## src/rtl/spi_bridge_pkg.sv

```systemverilog
package spi_bridge_pkg;
    localparam int ADDR_W = 7;
    localparam int DATA_W = 8;
    localparam int STAT_W = 2 * DATA_W;
    localparam int BIT_W  = $clog2(DATA_W);

    typedef enum logic [1:0] {
        MODE_IDLE,
        MODE_CMD,
        MODE_READ,
        MODE_WRITE
    } mode_e;

    typedef struct packed {
        mode_e             mode;
        logic [BIT_W-1:0]  bitcnt;
        logic [DATA_W-1:0] rx;
        logic [DATA_W-1:0] tx;
        logic [DATA_W-1:0] slot;
        logic              miso;
        logic [ADDR_W-1:0] waddr;
        logic [ADDR_W-1:0] addr;
        logic [DATA_W-1:0] wdata;
        logic              rd;
        logic              wr;
        logic              frz;
        logic              rd_pend;
    } core_state_t;
endpackage

```

## src/rtl/spi_bridge_sync.sv

```systemverilog
module spi_bridge_sync #(
    parameter int               WIDTH   = 3,
    parameter int               STAGES  = 2,
    parameter logic [WIDTH-1:0] RST_VAL = '0
) (
    input  logic             clk,
    input  logic             rst_n,
    input  logic [WIDTH-1:0] async_i,
    output logic [WIDTH-1:0] sync_o
);
    localparam int LAST = STAGES - 1;

    logic [STAGES-1:0][WIDTH-1:0] chain_d, chain_q;

    always_comb begin
        chain_d[0] = async_i;
        for (int i = 1; i < STAGES; i++) begin
            chain_d[i] = chain_q[i-1];
        end
    end

    always_ff @(posedge clk or negedge rst_n) begin
        if (!rst_n) chain_q <= {STAGES{RST_VAL}};
        else        chain_q <= chain_d;
    end

    assign sync_o = chain_q[LAST];
endmodule

```

## src/rtl/spi_bridge_edge.sv

```systemverilog
module spi_bridge_edge #(
    parameter logic RST_LVL = 1'b0
) (
    input  logic clk,
    input  logic rst_n,
    input  logic lvl_i,
    output logic rise_o,
    output logic fall_o
);
    logic prev_d, prev_q;

    always_comb prev_d = lvl_i;

    always_ff @(posedge clk or negedge rst_n) begin
        if (!rst_n) prev_q <= RST_LVL;
        else        prev_q <= prev_d;
    end

    assign rise_o = lvl_i & ~prev_q;
    assign fall_o = ~lvl_i & prev_q;
endmodule

```

## src/rtl/spi_bridge_core.sv

```systemverilog
module spi_bridge_core
    import spi_bridge_pkg::*;
(
    input  logic              clk,
    input  logic              rst_n,
    input  logic              active_i,
    input  logic              start_i,
    input  logic              sck_rise_i,
    input  logic              sck_fall_i,
    input  logic              mosi_i,
    input  logic [STAT_W-1:0] status_i,
    input  logic [DATA_W-1:0] rdata_i,
    output logic              miso_o,
    output logic [ADDR_W-1:0] addr_o,
    output logic [DATA_W-1:0] wdata_o,
    output logic              rd_o,
    output logic              wr_o,
    output logic              frz_o
);
    localparam logic [BIT_W-1:0] LAST_BIT = BIT_W'(DATA_W - 1);

    core_state_t       st_d, st_q;
    logic [DATA_W-1:0] byte_in;

    always_comb begin
        st_d         = st_q;
        st_d.rd      = 1'b0;
        st_d.wr      = 1'b0;
        st_d.frz     = 1'b0;
        st_d.rd_pend = st_q.rd;
        byte_in      = {st_q.rx[DATA_W-2:0], mosi_i};
        if (st_q.rd_pend) st_d.slot = rdata_i;

        if (!active_i) begin
            st_d.mode   = MODE_IDLE;
            st_d.bitcnt = '0;
            st_d.miso   = 1'b0;
        end else if (start_i) begin
            st_d.mode   = MODE_CMD;
            st_d.bitcnt = '0;
            st_d.tx     = status_i[STAT_W-1 -: DATA_W];
            st_d.slot   = status_i[DATA_W-1:0];
            st_d.miso   = 1'b0;
            st_d.frz    = 1'b1;
        end else begin
            if (sck_rise_i) begin
                st_d.miso = st_q.tx[DATA_W-1];
                st_d.tx   = {st_q.tx[DATA_W-2:0], 1'b0};
            end
            if (sck_fall_i) begin
                st_d.rx     = byte_in;
                st_d.bitcnt = st_q.bitcnt + 1'b1;
                if (st_q.bitcnt == LAST_BIT) begin
                    st_d.tx   = st_q.slot;
                    st_d.slot = '0;
                    if (st_q.mode == MODE_WRITE) begin
                        st_d.wr    = 1'b1;
                        st_d.addr  = st_q.waddr;
                        st_d.wdata = byte_in;
                        st_d.waddr = st_q.waddr + 1'b1;
                    end else if (byte_in[DATA_W-1]) begin
                        st_d.mode  = MODE_WRITE;
                        st_d.waddr = byte_in[ADDR_W-1:0];
                    end else begin
                        st_d.mode = MODE_READ;
                        st_d.rd   = 1'b1;
                        st_d.addr = byte_in[ADDR_W-1:0];
                    end
                end
            end
        end
    end

    always_ff @(posedge clk or negedge rst_n) begin
        if (!rst_n) begin
            st_q      <= '0;
            st_q.mode <= MODE_IDLE;
        end else begin
            st_q <= st_d;
        end
    end

    assign miso_o  = st_q.miso;
    assign addr_o  = st_q.addr;
    assign wdata_o = st_q.wdata;
    assign rd_o    = st_q.rd;
    assign wr_o    = st_q.wr;
    assign frz_o   = st_q.frz;

    AST_STROBE_EXCL: assert property (@(posedge clk) disable iff (!rst_n)
        !(rd_o && wr_o));
    AST_RD_ONE_CYCLE: assert property (@(posedge clk) disable iff (!rst_n)
        rd_o |=> !rd_o);
    AST_WR_ONE_CYCLE: assert property (@(posedge clk) disable iff (!rst_n)
        wr_o |=> !wr_o);
    AST_FREEZE_ONE_CYCLE: assert property (@(posedge clk) disable iff (!rst_n)
        frz_o |=> !frz_o);
    AST_FREEZE_AT_START: assert property (@(posedge clk) disable iff (!rst_n)
        frz_o |-> (st_q.mode == MODE_CMD && st_q.bitcnt == '0));
    AST_MISO_QUIET_DESEL: assert property (@(posedge clk) disable iff (!rst_n)
        !active_i |=> (miso_o == 1'b0));
    AST_MISO_HOLD: assert property (@(posedge clk) disable iff (!rst_n)
        (active_i && !start_i && !sck_rise_i) |=> $stable(miso_o));
    AST_WRITE_ONLY_IN_BURST: assert property (@(posedge clk) disable iff (!rst_n)
        wr_o |-> (st_q.mode == MODE_WRITE));
endmodule

```

## src/rtl/spi_reg_bridge.sv

```systemverilog
module spi_reg_bridge
    import spi_bridge_pkg::*;
(
    input  logic              clk,
    input  logic              rst_n,
    input  logic              spi_sck_i,
    input  logic              spi_cs_n_i,
    input  logic              spi_mosi_i,
    output logic              spi_miso_o,
    input  logic [STAT_W-1:0] status_i,
    output logic [ADDR_W-1:0] reg_addr_o,
    output logic [DATA_W-1:0] reg_wdata_o,
    input  logic [DATA_W-1:0] reg_rdata_i,
    output logic              reg_rd_o,
    output logic              reg_wr_o,
    output logic              reg_freeze_o
);
    localparam int SYNC_STAGES = 2;

    logic [2:0] pins_s;
    logic       cs_n_s, sck_s, mosi_s;
    logic       sck_rise, sck_fall, cs_rise, cs_fall;

    spi_bridge_sync #(
        .WIDTH  (3),
        .STAGES (SYNC_STAGES),
        .RST_VAL(3'b100)
    ) i_sync (
        .clk    (clk),
        .rst_n  (rst_n),
        .async_i({spi_cs_n_i, spi_sck_i, spi_mosi_i}),
        .sync_o (pins_s)
    );

    assign {cs_n_s, sck_s, mosi_s} = pins_s;

    spi_bridge_edge #(.RST_LVL(1'b0)) i_sck_edge (
        .clk   (clk),
        .rst_n (rst_n),
        .lvl_i (sck_s),
        .rise_o(sck_rise),
        .fall_o(sck_fall)
    );

    spi_bridge_edge #(.RST_LVL(1'b1)) i_cs_edge (
        .clk   (clk),
        .rst_n (rst_n),
        .lvl_i (cs_n_s),
        .rise_o(cs_rise),
        .fall_o(cs_fall)
    );

    spi_bridge_core i_core (
        .clk       (clk),
        .rst_n     (rst_n),
        .active_i  (~cs_n_s),
        .start_i   (cs_fall),
        .sck_rise_i(sck_rise),
        .sck_fall_i(sck_fall),
        .mosi_i    (mosi_s),
        .status_i  (status_i),
        .rdata_i   (reg_rdata_i),
        .miso_o    (spi_miso_o),
        .addr_o    (reg_addr_o),
        .wdata_o   (reg_wdata_o),
        .rd_o      (reg_rd_o),
        .wr_o      (reg_wr_o),
        .frz_o     (reg_freeze_o)
    );

    AST_DESELECT_NO_STROBE: assert property (@(posedge clk) disable iff (!rst_n)
        cs_rise |=> !(reg_rd_o || reg_wr_o));
endmodule

```

## config.mk

```make
export PLATFORM = sky130hd
export DESIGN_NAME = spi_reg_bridge
export DESIGN_NICKNAME = d
export VERILOG_FILES = /design/src/rtl/spi_bridge_pkg.sv /design/src/rtl/spi_bridge_sync.sv /design/src/rtl/spi_bridge_edge.sv /design/src/rtl/spi_bridge_core.sv /design/src/rtl/spi_reg_bridge.sv
export SDC_FILE = /design/constraint.sdc
export NUM_CORES = 1
export LEC_CHECK = 0
export BUFFER_PORTS_ARGS = -buffer_cell sky130_fd_sc_hd__clkbuf_2
export CORE_ASPECT_RATIO = 1.5
export CORE_MARGIN = 2
export CORE_UTILIZATION = 40
export CTS_CLUSTER_DIAMETER = 120
export DETAILED_ROUTE_END_ITERATION = 12
export PLACE_DENSITY = 0.65
export SLEW_MARGIN = 0
export SYNTH_ARGS = -nofsm -noshare
export SYNTH_HDL_FRONTEND = slang
export SYNTH_SLANG_ARGS = --single-unit
```

## constraint.sdc

```tcl
create_clock -name clk -period 2.1 [get_ports clk]
set_input_delay 0.21 -clock clk [delete_from_list [all_inputs] [get_ports clk]]
set_output_delay 0.21 -clock clk [all_outputs]
set_load 0.05 [all_outputs]
```

# == Word level (Yosys, flattened, before mapping) ==
# Index checks and enable logic that the tools add are counted.
# totals
regBits,64
output_inout_bits,19
# op_classes
add_sub_neg,2
eq_ne,4
muxes,24
bitwise,7
reduce_logical,9
# ops
cell,n
two-way mux 29 bit,1
two-way mux 8 bit,3
two-way mux 17 bit,1
two-way mux 16 bit,1
AND reduction 5 bit,3
two-way mux 14 bit,1
two-way mux 7 bit,2
two-way mux 2 bit,5
two-way mux 5 bit,2
nonzero test 3 bit,3
"adder 7 x 1 -> 7 bit, second input constant",1
two-way mux 1 bit,7
AND reduction 3 bit,2
inverter 1 bit,4
"adder 3 x 1 -> 3 bit, second input constant",1
AND 1 bit,3
"equality test 3 bit, second input constant",1
two-way mux 3 bit,1
"!= test 3 bit, second input constant",1
"equality test 2 bit, second input constant",1
"!= test 2 bit, second input constant",1
nonzero test 2 bit,1

# == Longest topological paths before layout ==
# logic_depth
depth_word,7
ltp_mapped,7
mapped_depth_nobuf,6

# == Hierarchy ==
# From an unflattened synthesis, not the netlist that was laid out.
# unflattened
cells_unflattened,275
hier_area_um2,2939.1
# modules_own_cells
module,n_inst,cells_per_inst,area_each_um2,seq_area_each_um2
spi_bridge_core,1,262,2701.3,1376.3
spi_bridge_sync,1,6,152.6,152.6
spi_bridge_edge at i_cs_edge,1,3,41.3,26.3
spi_bridge_edge at i_sck_edge,1,3,40.0,25.0
spi_reg_bridge,1,1,3.8,0.0

# == Worst setup path after synthesis ==
# Ideal clock, no wire load.
# synth_path
kind,register -> register
startpoint,reg i_core.st_q[51] in the netlist's numbering
endpoint,reg i_core.st_q[36] in the netlist's numbering
setup_ns,0.120
arrival_time_ns,1.678
path_slack_ns,0.302
path_stages_with_launch,8
n_path_buf,1
path_cell_list,dfrtp_1 ha_1 ha_1 nor2b_1 clkbuf_1 mux2_2 a21oi_1 nor2_1
# synth_via
elab_chain_cells,4
# synth_lines
element,line,text
from (decl),spi_bridge_core.sv:22,"core_state_t st_d, st_q;"
from (signal assigned),spi_bridge_core.sv:79,st_q <= st_d;
equality test 3 bit,spi_bridge_core.sv:53,if (st_q.bitcnt == LAST_BIT) begin
two-way mux 16 bit,spi_bridge_core.sv:53,
two-way mux 29 bit,spi_bridge_core.sv:50,if (sck_fall_i) begin
two-way mux 17 bit,spi_bridge_core.sv:38,end else if (start_i) begin
# No other way between the ends. The select of a mux whose other input is x is not followed.
# A chain may end at the register's enable or synchronous reset.

# == Worst setup path in the final report ==
# layout_path
startpoint,reg i_core.st_q[51] in the netlist's numbering
endpoint,reg i_core.st_q[41] in the netlist's numbering
# Same word-level chain as after synthesis.

==> impl_results.md <==
* Number of port buffers at 47
* Sw Share at 0.246
* I/O Pins at 48
* Longest Clk Path Bufs at 2
* Endpoints failing hold at 0
* CP peak stage delay at 0.38 ns
* GR Overflow Total at 0
* Crit Path Class: flip-flop to flip-flop
* Worst Max-Slew Pin Slew at 0.645 ns
* Unique masters post-synth at 37
* Slowest cell on the critical path: dfrtp_1
* # setup viols final at 0
* H-tree depth at 3
* Power consumption at 0.00296 W
* Crit path top cell by count: ha_1
* Clock period minus worst slack at 1.80 ns
* Status: finished, final reports clean
* DP HPWL at 4.48 mm
* Pint at 0.00223 W
* Crit Path Max Fanout at 8
* Critical-path cell list: ha_1 -> ha_1 -> nor2b_1 -> buf_4 -> mux2_2 -> a21oi_1 -> nor2_1
* Die width at 74.4 um
* Clk Latency, worst-skew pair at 0.35 ns
* Post-route DRC violation count at 0
* Unrepaired setup endpoints after global routing: no
* Via-to-Cell Ratio at 5.10
* Core ar. at 7230 um^2
* Post-synthesis net count at 301
* Die Footprint at 8150 um^2
* Setup tns final at 0 ns
* Share of cells above drive strength 1 at 0.324
* Avg Synthesized Cell Area at 11.1 um^2
* Reg power frac at 0.474
* Max Clock Skew at 0.00906 ns
* FFs w/ async S/R, synth at 1.00
* Top cell type by total area after synthesis: dfrtp_1
* Switching pwr at 0.000729 W
* 1st-pass router iterations at 4
* CTS tree: done
* Post-CTS Resized at 0
* Hold/Removal Path Class: input port to flip-flop
* Top_reg_cell synth: dfrtp_1
* Worst setup SP type: flip-flop
* Area contributors post-synth: dfrtp_1 51%, mux2_2 8.0%, mux2i_1 6.1%
* Yosys warns at 0
* Final std cells w/o fill at 421
* Placed Area at 3270 um^2
* Clock power share at 0.435
* Standard-cell row count at 38
* Starting DRC count in detailed routing at 58
* DR WL met2 at 3.23 mm
* Final Core Density at 0.492
* Most common cell after layout, fill and taps aside: dfrtp_1
* Post-Synthesis Cells at 268
* Clk slew on worst S/H paths at 0.07 ns
* First-pass GRT wire length at 10.4 mm
* Layout Nets at 349
* DRT antenna net count at 0
* CP endpoint kind: flip-flop
* WL met3 at 301 um
* Ant diodes at 0
* Detailed Route WL at 6.30 mm
* Post-synthesis cell area at 2970 um^2
* Max-Cap Viols at 0
* Uppermost routed layer: met4
* Crit share post-route at 0.859
* Routability Congestion at 0.820
* Fmax at 555 MHz
* Flop and latch count out of synthesis at 63
* Combinational power share at 0.091
* Max_slew headroom at 0.570
* Post-synth EDFFs at 0
* CP required at 2.34 ns
* Max IR drop VDD at 0.463 mV
* Initial Utilization at 0.411
* Area growth from synthesis to layout at 19.6%
* Largest net degree at the start of global routing at 31
* Share of the synthesized area in the top cell type at 0.505
* Clock root cell: clkbuf_8
* Metal-1 WL at 2.66 mm
* Vias in the first global route at 2141
* Final Max Tran Viols at 0
* Final Cell Area at 3550 um^2
* Proportion of synthesized chip area in sequential cells at 0.532
* WL/cell at 15.0 um
* Arrival time worst endpoint at 2.04 ns
* Die H at 110 um
* Initial antenna violation count at 0
* CTS Buf Count at 9
* Most frequent cells in the layout: 60 x dfrtp_1, 47 x clkbuf_2, 23 x o21ai_0
* # placed instances at 401
* PD cells at 833 nW/um^2
* Leakage power at 1.65 nW
* GRT Overall Usage at 0.170
* Via count at 2145
* CTS sink cnt at 63
[path summary, 6_finish.rpt]
check	startpoint	depth (start not counted)	slack, ns	endpoint
setup / recovery	i_core.st_q[51]	7	0.30	i_core.st_q[41]
min in group asynchronous	rst_n	2	0.42	i_core.st_q[28]
setup reg to reg	i_core.st_q[51]	7	0.30	i_core.st_q[41]
max in group asynchronous	rst_n	3	1.08	i_core.st_q[41]
hold reg to reg	i_sync.chain_d[3]	0	0.35	i_sync.sync_o[0]
hold / removal	status_i[4]	3	0.07	i_core.st_q[31]
[cells in the mapped netlist, drive strengths merged (2+ instances only)]
master / instances
mux2: 21
inv: 4
a2bb2oi: 7
nand4: 2
nand2: 19
ha: 4
dfstp: 3
a31oi: 5
or2: 2
a21oi: 19
clkbuf: 6
mux2i: 18
o22ai: 16
clkinv: 2
nor2: 16
dfrtp: 60
nor2b: 3
nand3: 4
o32ai: 2
o21ai: 23
buf: 20
nor3: 2
[cell families after synthesis]
logic type | after synthesis | synth area share
flip-flops | 63 | 0.532
AO/OA/AOI/OAI | 78 | 0.159
AND/OR/NAND/NOR | 51 | 0.0855
XOR/XNOR | 1 | 0.00295
multiplexers | 39 | 0.140
adder cells (fa/ha/maj) | 4 | 0.0168
buffers and inverters | 32 | 0.0632
[registers in the layout, indices dropped and copies added (netlist names)]
name / flops
i_core.byte_in: 7
i_cs_edge.prev_q: 1
i_core.wdata_o: 8
i_core.addr_o: 7
i_core.wr_o: 1
i_core.rd_o: 1
i_sync.sync_o: 3
i_core.frz_o: 1
i_sync.chain_d: 3
i_core.miso_o: 1
i_sck_edge.prev_q: 1
i_core.st_q: 29
[power groups by stage]
stage	Clock (W)	Combinational, W	Sequential, W
floorplan	0	0.000167	0.00139
global placement	0	0.000260	0.00142
detailed placement	0	0.000267	0.00143
CTS	0.00131	0.000274	0.00141
global route	0.00137	0.000303	0.00142
finish	0.00129	0.000270	0.00140
[per-layer routing]
layer  GRT usage  vias up
met5           0        -
met4      0.0791        0
met3      0.0394        9
met2       0.290       55
met1       0.199     1029
li1            -     1052
[critical path, delay by kind of cell (launching register included)]
| kind | cells | cell delay, ns |
|---|---|---|
| AOI/OAI and AO/OA | 1 | 0.15 |
| adders and majority gates | 2 | 0.44 |
| buffers and inverters | 1 | 0.17 |
| DFF | 1 | 0.38 |
| muxes | 1 | 0.35 |
| and+or+nand+nor | 2 | 0.21 |
[metrics by stage]
stage	setup WS (ns)	hold WS (ns)
finish	0.297	0.0705
global route	0.165	0.0849
detailed placement	0.322	0.271
CTS	0.297	0.0674
floorplan	0.302	-0.0856
global placement	0.383	0.256
[layout make-up]
class / count / area (um^2)
clock inverters: 7 / 121
fillers: 700 / 3670
repair buffers: 63 / 378
flip-flops and latches: 63 / 1580
multi-input cells: 173 / 1200
well taps: 100 / 125
clock buffers: 9 / 124
inverters: 6 / 22.5
[timing repair]
action	in CTS	in global routing
hold endpoints to repair	23	0
buffers inserted	0	0
hold buffers	4	0
Note: power is estimated with default switching activity, not from simulation.
